[config.mk]
export PLATFORM = sky130hd
export DESIGN_NAME = wdt_keyed
export DESIGN_NICKNAME = d
export VERILOG_FILES = /design/src/rtl/wdt_keyed_pkg.sv /design/src/rtl/wdt_keyed_fsm.sv /design/src/rtl/wdt_keyed_count.sv /design/src/rtl/wdt_keyed_pulse.sv /design/src/rtl/wdt_keyed_flags.sv /design/src/rtl/wdt_keyed.sv
export SDC_FILE = /design/constraint.sdc
export NUM_CORES = 1
export LEC_CHECK = 0
export BUFFER_PORTS_ARGS = -buffer_cell sky130_fd_sc_hd__buf_2
export CAP_MARGIN = 20
export CORE_ASPECT_RATIO = 0.5
export CORE_MARGIN = 2
export CORE_UTILIZATION = 57
export DETAILED_ROUTE_END_ITERATION = 8
export PLACE_DENSITY = 0.78
export SLEW_MARGIN = 20
export SYNTH_ARGS = -nofsm -noshare
export SYNTH_HDL_FRONTEND = slang
export SYNTH_SLANG_ARGS = --single-unit
[constraint.sdc]
create_clock -name clk -period 2.3 [get_ports clk]
set_input_delay 0.345 -clock clk [delete_from_list [all_inputs] [get_ports clk]]
set_output_delay 0.345 -clock clk [all_outputs]
set_load 0.005 [all_outputs]
[src/rtl/wdt_keyed_pkg.sv]
package wdt_keyed_pkg;

   localparam logic [7:0] KEY_SVC_A = 8'h1E;
   localparam logic [7:0] KEY_SVC_B = 8'hE1;
   localparam logic [7:0] KEY_SWR_A = 8'h5A;
   localparam logic [7:0] KEY_SWR_B = 8'hA5;

   typedef enum logic [1:0] {
      KS_IDLE    = 2'd0,
      KS_ARM_SVC = 2'd1,
      KS_ARM_SWR = 2'd2
   } key_state_t;

   typedef struct packed {
      logic svc;
      logic swr;
      logic bad;
   } key_evt_t;

endpackage

[src/rtl/wdt_keyed_fsm.sv]
module wdt_keyed_fsm
   import wdt_keyed_pkg::*;
#(
   parameter int KEY_W = 8
) (
   input  logic             clk,
   input  logic             rst_n,
   input  logic             hold_i,
   input  logic             wr_i,
   input  logic [KEY_W-1:0] data_i,
   output key_evt_t         evt_o
);

   generate
      if (KEY_W != 8) begin : g_bad_key_w
         $error("wdt_keyed_fsm: key port must be one byte wide");
      end
   endgenerate

   key_state_t state_q, state_d;
   key_evt_t   evt;
   logic       wr_live;

   assign wr_live = wr_i && !hold_i;

   always_comb begin
      state_d = state_q;
      evt     = '0;
      if (hold_i) begin
         state_d = KS_IDLE;
      end else if (wr_live) begin
         unique case (state_q)
            KS_IDLE: begin
               if (data_i == KEY_SVC_A) begin
                  state_d = KS_ARM_SVC;
               end else if (data_i == KEY_SWR_A) begin
                  state_d = KS_ARM_SWR;
               end else begin
                  evt.bad = 1'b1;
               end
            end
            KS_ARM_SVC: begin
               state_d = KS_IDLE;
               if (data_i == KEY_SVC_B) evt.svc = 1'b1;
               else                     evt.bad = 1'b1;
            end
            KS_ARM_SWR: begin
               state_d = KS_IDLE;
               if (data_i == KEY_SWR_B) evt.swr = 1'b1;
               else                     evt.bad = 1'b1;
            end
            default: begin
               state_d = KS_IDLE;
               evt.bad = 1'b1;
            end
         endcase
      end
   end

   always_ff @(posedge clk or negedge rst_n) begin
      if (!rst_n) state_q <= KS_IDLE;
      else        state_q <= state_d;
   end

   assign evt_o = evt;

   AST_EVT_ONEHOT: assert property (@(posedge clk) disable iff (!rst_n)
      $onehot0({evt_o.svc, evt_o.swr, evt_o.bad}));

   AST_HOLD_QUIET: assert property (@(posedge clk) disable iff (!rst_n)
      hold_i |-> (evt_o == '0));

   AST_SEQ_DROP: assert property (@(posedge clk) disable iff (!rst_n)
      hold_i |=> (state_q == KS_IDLE));

endmodule

[src/rtl/wdt_keyed_count.sv]
module wdt_keyed_count #(
   parameter int BASE_LOG2 = 14,
   parameter int SEL_W     = 3
) (
   input  logic             clk,
   input  logic             rst_n,
   input  logic             en_i,
   input  logic [SEL_W-1:0] sel_i,
   input  logic             restart_i,
   input  logic             hold_i,
   output logic             expire_o
);

   localparam int NUM_PER = 1 << SEL_W;
   localparam int CNT_W   = BASE_LOG2 + NUM_PER - 1;

   generate
      if (BASE_LOG2 < 1) begin : g_bad_base
         $error("wdt_keyed_count: BASE_LOG2 must be at least 1");
      end
      if (CNT_W > 40) begin : g_bad_width
         $error("wdt_keyed_count: counter wider than 40 bits");
      end
   endgenerate

   logic [CNT_W-1:0]   cnt_q;
   logic [NUM_PER-1:0] term;

   generate
      for (genvar gi = 0; gi < NUM_PER; gi++) begin : g_term
         localparam logic [CNT_W-1:0] LIM =
            (CNT_W'(1) << (BASE_LOG2 + gi)) - CNT_W'(1);
         assign term[gi] = (cnt_q == LIM);
      end
   endgenerate

   assign expire_o = en_i && !hold_i && !restart_i && term[sel_i];

   always_ff @(posedge clk or negedge rst_n) begin
      if (!rst_n) begin
         cnt_q <= '0;
      end else if (hold_i || restart_i || !en_i || expire_o) begin
         cnt_q <= '0;
      end else begin
         cnt_q <= cnt_q + CNT_W'(1);
      end
   end

   AST_SVC_RESTART: assert property (@(posedge clk) disable iff (!rst_n)
      restart_i |=> (cnt_q == '0));

   AST_IDLE_NO_EXPIRE: assert property (@(posedge clk) disable iff (!rst_n)
      !en_i |-> !expire_o);

endmodule

[src/rtl/wdt_keyed_pulse.sv]
module wdt_keyed_pulse #(
   parameter int RST_CYCLES = 4
) (
   input  logic clk,
   input  logic rst_n,
   input  logic trig_i,
   output logic rst_o
);

   localparam int PW = $clog2(RST_CYCLES + 1);

   generate
      if (RST_CYCLES < 2) begin : g_bad_len
         $error("wdt_keyed_pulse: RST_CYCLES must be at least 2");
      end
   endgenerate

   logic [PW-1:0] pcnt_q;

   always_ff @(posedge clk or negedge rst_n) begin
      if (!rst_n) begin
         pcnt_q <= '0;
      end else if (trig_i && (pcnt_q == '0)) begin
         pcnt_q <= PW'(RST_CYCLES);
      end else if (pcnt_q != '0) begin
         pcnt_q <= pcnt_q - PW'(1);
      end
   end

   assign rst_o = (pcnt_q != '0);

   AST_PULSE_MIN: assert property (@(posedge clk) disable iff (!rst_n)
      $rose(rst_o) |=> rst_o);

   AST_PULSE_START: assert property (@(posedge clk) disable iff (!rst_n)
      (trig_i && !rst_o) |=> rst_o);

endmodule

[src/rtl/wdt_keyed_flags.sv]
module wdt_keyed_flags (
   input  logic clk,
   input  logic rst_n,
   input  logic set_ovf_i,
   input  logic set_sw_i,
   input  logic clr_i,
   output logic ovf_o,
   output logic sw_o
);

   always_ff @(posedge clk or negedge rst_n) begin
      if (!rst_n) begin
         ovf_o <= 1'b0;
         sw_o  <= 1'b0;
      end else begin
         if (set_ovf_i)  ovf_o <= 1'b1;
         else if (clr_i) ovf_o <= 1'b0;
         if (set_sw_i)   sw_o  <= 1'b1;
         else if (clr_i) sw_o  <= 1'b0;
      end
   end

   AST_OVF_STICKY: assert property (@(posedge clk) disable iff (!rst_n)
      (ovf_o && !clr_i) |=> ovf_o);

   AST_SW_STICKY: assert property (@(posedge clk) disable iff (!rst_n)
      (sw_o && !clr_i) |=> sw_o);

   AST_CLR_WORKS: assert property (@(posedge clk) disable iff (!rst_n)
      (clr_i && !set_ovf_i && !set_sw_i) |=> (!ovf_o && !sw_o));

endmodule

[src/rtl/wdt_keyed.sv]
module wdt_keyed
   import wdt_keyed_pkg::*;
#(
   parameter int BASE_LOG2  = 14,
   parameter int SEL_W      = 3,
   parameter int KEY_W      = 8,
   parameter int RST_CYCLES = 4
) (
   input  logic             clk,
   input  logic             rst_n,
   input  logic             enable,
   input  logic [SEL_W-1:0] period_sel,
   input  logic             key_wr,
   input  logic [KEY_W-1:0] key_data,
   input  logic             flag_clr,
   output logic             wdt_rst,
   output logic             ovf_flag,
   output logic             sw_flag
);

   key_evt_t evt;
   logic     expire;
   logic     trig;

   wdt_keyed_fsm #(.KEY_W(KEY_W)) u_fsm (
      .clk    (clk),
      .rst_n  (rst_n),
      .hold_i (wdt_rst),
      .wr_i   (key_wr),
      .data_i (key_data),
      .evt_o  (evt)
   );

   wdt_keyed_count #(.BASE_LOG2(BASE_LOG2), .SEL_W(SEL_W)) u_count (
      .clk       (clk),
      .rst_n     (rst_n),
      .en_i      (enable),
      .sel_i     (period_sel),
      .restart_i (evt.svc),
      .hold_i    (wdt_rst),
      .expire_o  (expire)
   );

   assign trig = expire || evt.swr || evt.bad;

   wdt_keyed_pulse #(.RST_CYCLES(RST_CYCLES)) u_pulse (
      .clk    (clk),
      .rst_n  (rst_n),
      .trig_i (trig),
      .rst_o  (wdt_rst)
   );

   wdt_keyed_flags u_flags (
      .clk       (clk),
      .rst_n     (rst_n),
      .set_ovf_i (expire || evt.bad),
      .set_sw_i  (evt.swr || evt.bad),
      .clr_i     (flag_clr),
      .ovf_o     (ovf_flag),
      .sw_o      (sw_flag)
   );

   AST_EXPIRE_RST: assert property (@(posedge clk) disable iff (!rst_n)
      expire |=> (wdt_rst && ovf_flag));

   AST_SWR_RST: assert property (@(posedge clk) disable iff (!rst_n)
      evt.swr |=> (wdt_rst && sw_flag));

   AST_ILLEGAL_BOTH: assert property (@(posedge clk) disable iff (!rst_n)
      evt.bad |=> (wdt_rst && ovf_flag && sw_flag));

endmodule

==> run metrics <==
status finished, final reports clean; final core utilization 0.6633; CTS Buf Count 3; Cells after Synth 166; Post-CTS Hold Buffers 0; hold slack 0.07396 ns; share of layout cells above drive strength 1 0.1576; cell row count 13; initial antenna violation count 0; clk_skew 0.007249 ns; Core Region 0.002586 mm2; top cell type's share of synthesized area 0.4527; hpwl dp 2.077 mm; Worst-Margin Slew 0.6211 ns; Post-Syn Area per Cell 9.324 um2; Peak VDD IR 0.4390 mV; DR DRC count 0; Clock Pin Slew Worst Setup and Hold Paths 0.08 ns; P&R area growth vs syn 10.83%; CP Cell Sequence ha_1, and3_1, and4bb_2, and3_1, a32oi_1, nand2b_1, buf_4, nor2_1; worst-case reg-to-reg path depth 8; Final Hold Viols 0; Pre-Repair DR Iteration Count 5; Synthesized Nets 185; Startpoint Class register; CP Max Fanout 20; Setup Viol. Count Final 0; cell taking the most area after synthesis dfrtp_1; Required @ worst endpoint 2.51 ns; number of flops mapped to enable cells by yosys 0; Inserted Diodes 0; fin. max-slew vios 0; total number of vias 1227; sequential-to-total area share from yosys stat 0.4527; cell area after synthesis 0.001548 mm2; crit path kind register to register; die span in y 40.85 um; Post-synth ARST share 1.000; TritonCTS clock tree yes; Routed WL per cell 12.89 um; Starting Density 0.5985; First DRT Iteration DRCs 82; Period Utilization, post-route 0.8639; H-tree Lvls 1; Crit-path slowest cell dfrtp_1; Clock Latency Late Sink 0.28 ns; Arr. time, crit path 2.20 ns; ys flop type dfrtp_1; P per Cell Area 649.1 mW/mm2; post-route ant nets 0; total die area 0.003173 mm2; Die X 77.69 um; Post-CTS Setup Inserts 0; clock sink count 28; layout net count 205; final worst path period need 1.987 ns; main area contributors after synthesis dfrtp_1 45%, xor2_1 7.9%, nor2_1 7.8%; clk buf depth 2; Max stage delay on crit path 0.40 ns; root buffer cell clkbuf_8; library cells used by synthesis 39; Ports 19; vias in the first global route 1019; RSZ-0062 raised after global routing no; top-count cell post-synth nor2_1; Crit path top cell by count and3_1; slew margin rel. 0.5859; post-CTS sizing 0; # port buffers 18; filler cell count 201; total global-route track usage 0.1997; Leak Pwr 0.7208 nW; GPL Wtd Cong 0.8064; #FFs+latches synth 28; CP Capture Type register; Max Freq 503.3 MHz; DRT Wirelength 2.849 mm; pin count of the biggest net entering global routing 29; Syn. warnings 0; Setup Total Neg Slack 0 ns; Synth top cells by count 32 x nor2_1, 28 x dfrtp_1, 14 x nand2_1, 14 x xor2_1; worst min-delay path category input pin to async pin; wire length of the first global-routing pass 4.664 mm; Max-cap violations 0; instance area at placement 0.001674 mm2; routed vias/inst 5.552; final non-filler cell area 0.001715 mm2; total congestion overflow 0
-- cells in the final DEF, fill, tap and decap left out, types with 2 or more instances in the layout --
cell      synthesis  layout
nor2b_1           3       3
nor3b_1           2       2
nor2_1           32      32
and3_1            3       3
a21oi_1           3       3
dfrtp_1          28      28
nand2_1          14      14
nor4bb_1          2       2
ha_1              3       3
inv_1             8       8
nand4_1           7       7
buf_2             2      18
clkbuf_8          0       3
nor4b_1           2       2
nand3_1           8       8
xor2_1           14      14
a32oi_1           2       2
nand2b_1          2       2
nor3_1            3       3
xnor2_1           7       7
-- stage by stage --
stage | cells | worst slack (ns) | total power [mW]
after floorplan | 166 | 0.5132 | 0.7555
after global placement | 218 | 0.2718 | 0.8346
after detailed placement | 218 | 0.2653 | 0.8634
after CTS | 221 | 0.3159 | 1.127
after global routing | 221 | 0.1477 | 1.183
final | 221 | 0.3130 | 1.113
-- critical path, delay by kind of cell, from the launching register on --
| family | cells | cell delay [ns] |
|---|---|---|
| and+or+nand+nor | 5 | 0.84 |
| DFF | 1 | 0.40 |
| adders and majority gates | 1 | 0.26 |
| buffers and inverters | 1 | 0.21 |
| AOI/OAI and AO/OA | 1 | 0.20 |
-- where the power goes --
| group | total [mW] | switching [mW] | leakage [nW] | internal (mW) |
|---|---|---|---|---|
| logic | 0.290 | 0.171 | 0.316 | 0.118 |
| registers | 0.562 | 0.0221 | 0.383 | 0.540 |
| clock network | 0.262 | 0.144 | 0.0216 | 0.118 |
-- cell type report --
type                    instances  area, um2  share of cell area
flip-flops and latches         28      700.7              0.4085
clock buffers                   3      41.29             0.02407
multi-input cells             126      799.5              0.4661
repair buffers                 19      97.59             0.05689
inverters                       8      30.03             0.01751
well taps                      37      46.29             0.02699
-- kinds of logic (layout without fill, tap and decap cells) --
kind of cell | Yosys count | count (layout) | share of synthesized area
flops | 28 | 28 | 0.4527
buf+inv | 12 | 30 | 0.03072
xor+xnor | 21 | 21 | 0.1188
simple gates | 85 | 85 | 0.2854
fa+ha+maj | 3 | 3 | 0.02425
compound gates | 17 | 17 | 0.08813
-- layer usage --
metal  wire, um  vias up  track usage  share of wire
met5          0        -            0              0
met4         57        0      0.09375          0.020
met3        140        5      0.03965          0.049
met2       1263       30       0.3254           0.44
met1       1388      578       0.2691           0.49
li1           -      614            -              -
-- registers in the layout (all words and copies together) (netlist names) --
register	cells
u_pulse.pcnt_q	3
u_flags.ovf_o	1
u_fsm.state_q	2
u_flags.sw_o	1
u_count.cnt_q	21
-- final timing paths --
path                             startpoint                 to  slack, ns
max reg2reg                u_count.cnt_q[0]   u_count.cnt_q[4]       0.31
max in group asynchronous             rst_n  u_count.cnt_q[16]       1.82
min reg2reg                u_count.cnt_q[0]   u_count.cnt_q[0]       0.46
max                        u_count.cnt_q[0]   u_count.cnt_q[4]       0.31
min                                   rst_n   u_count.cnt_q[9]       0.07
min in group clk                   flag_clr       u_flags.sw_o       0.27
No activity file was read; power rests on OpenSTA's default activity.
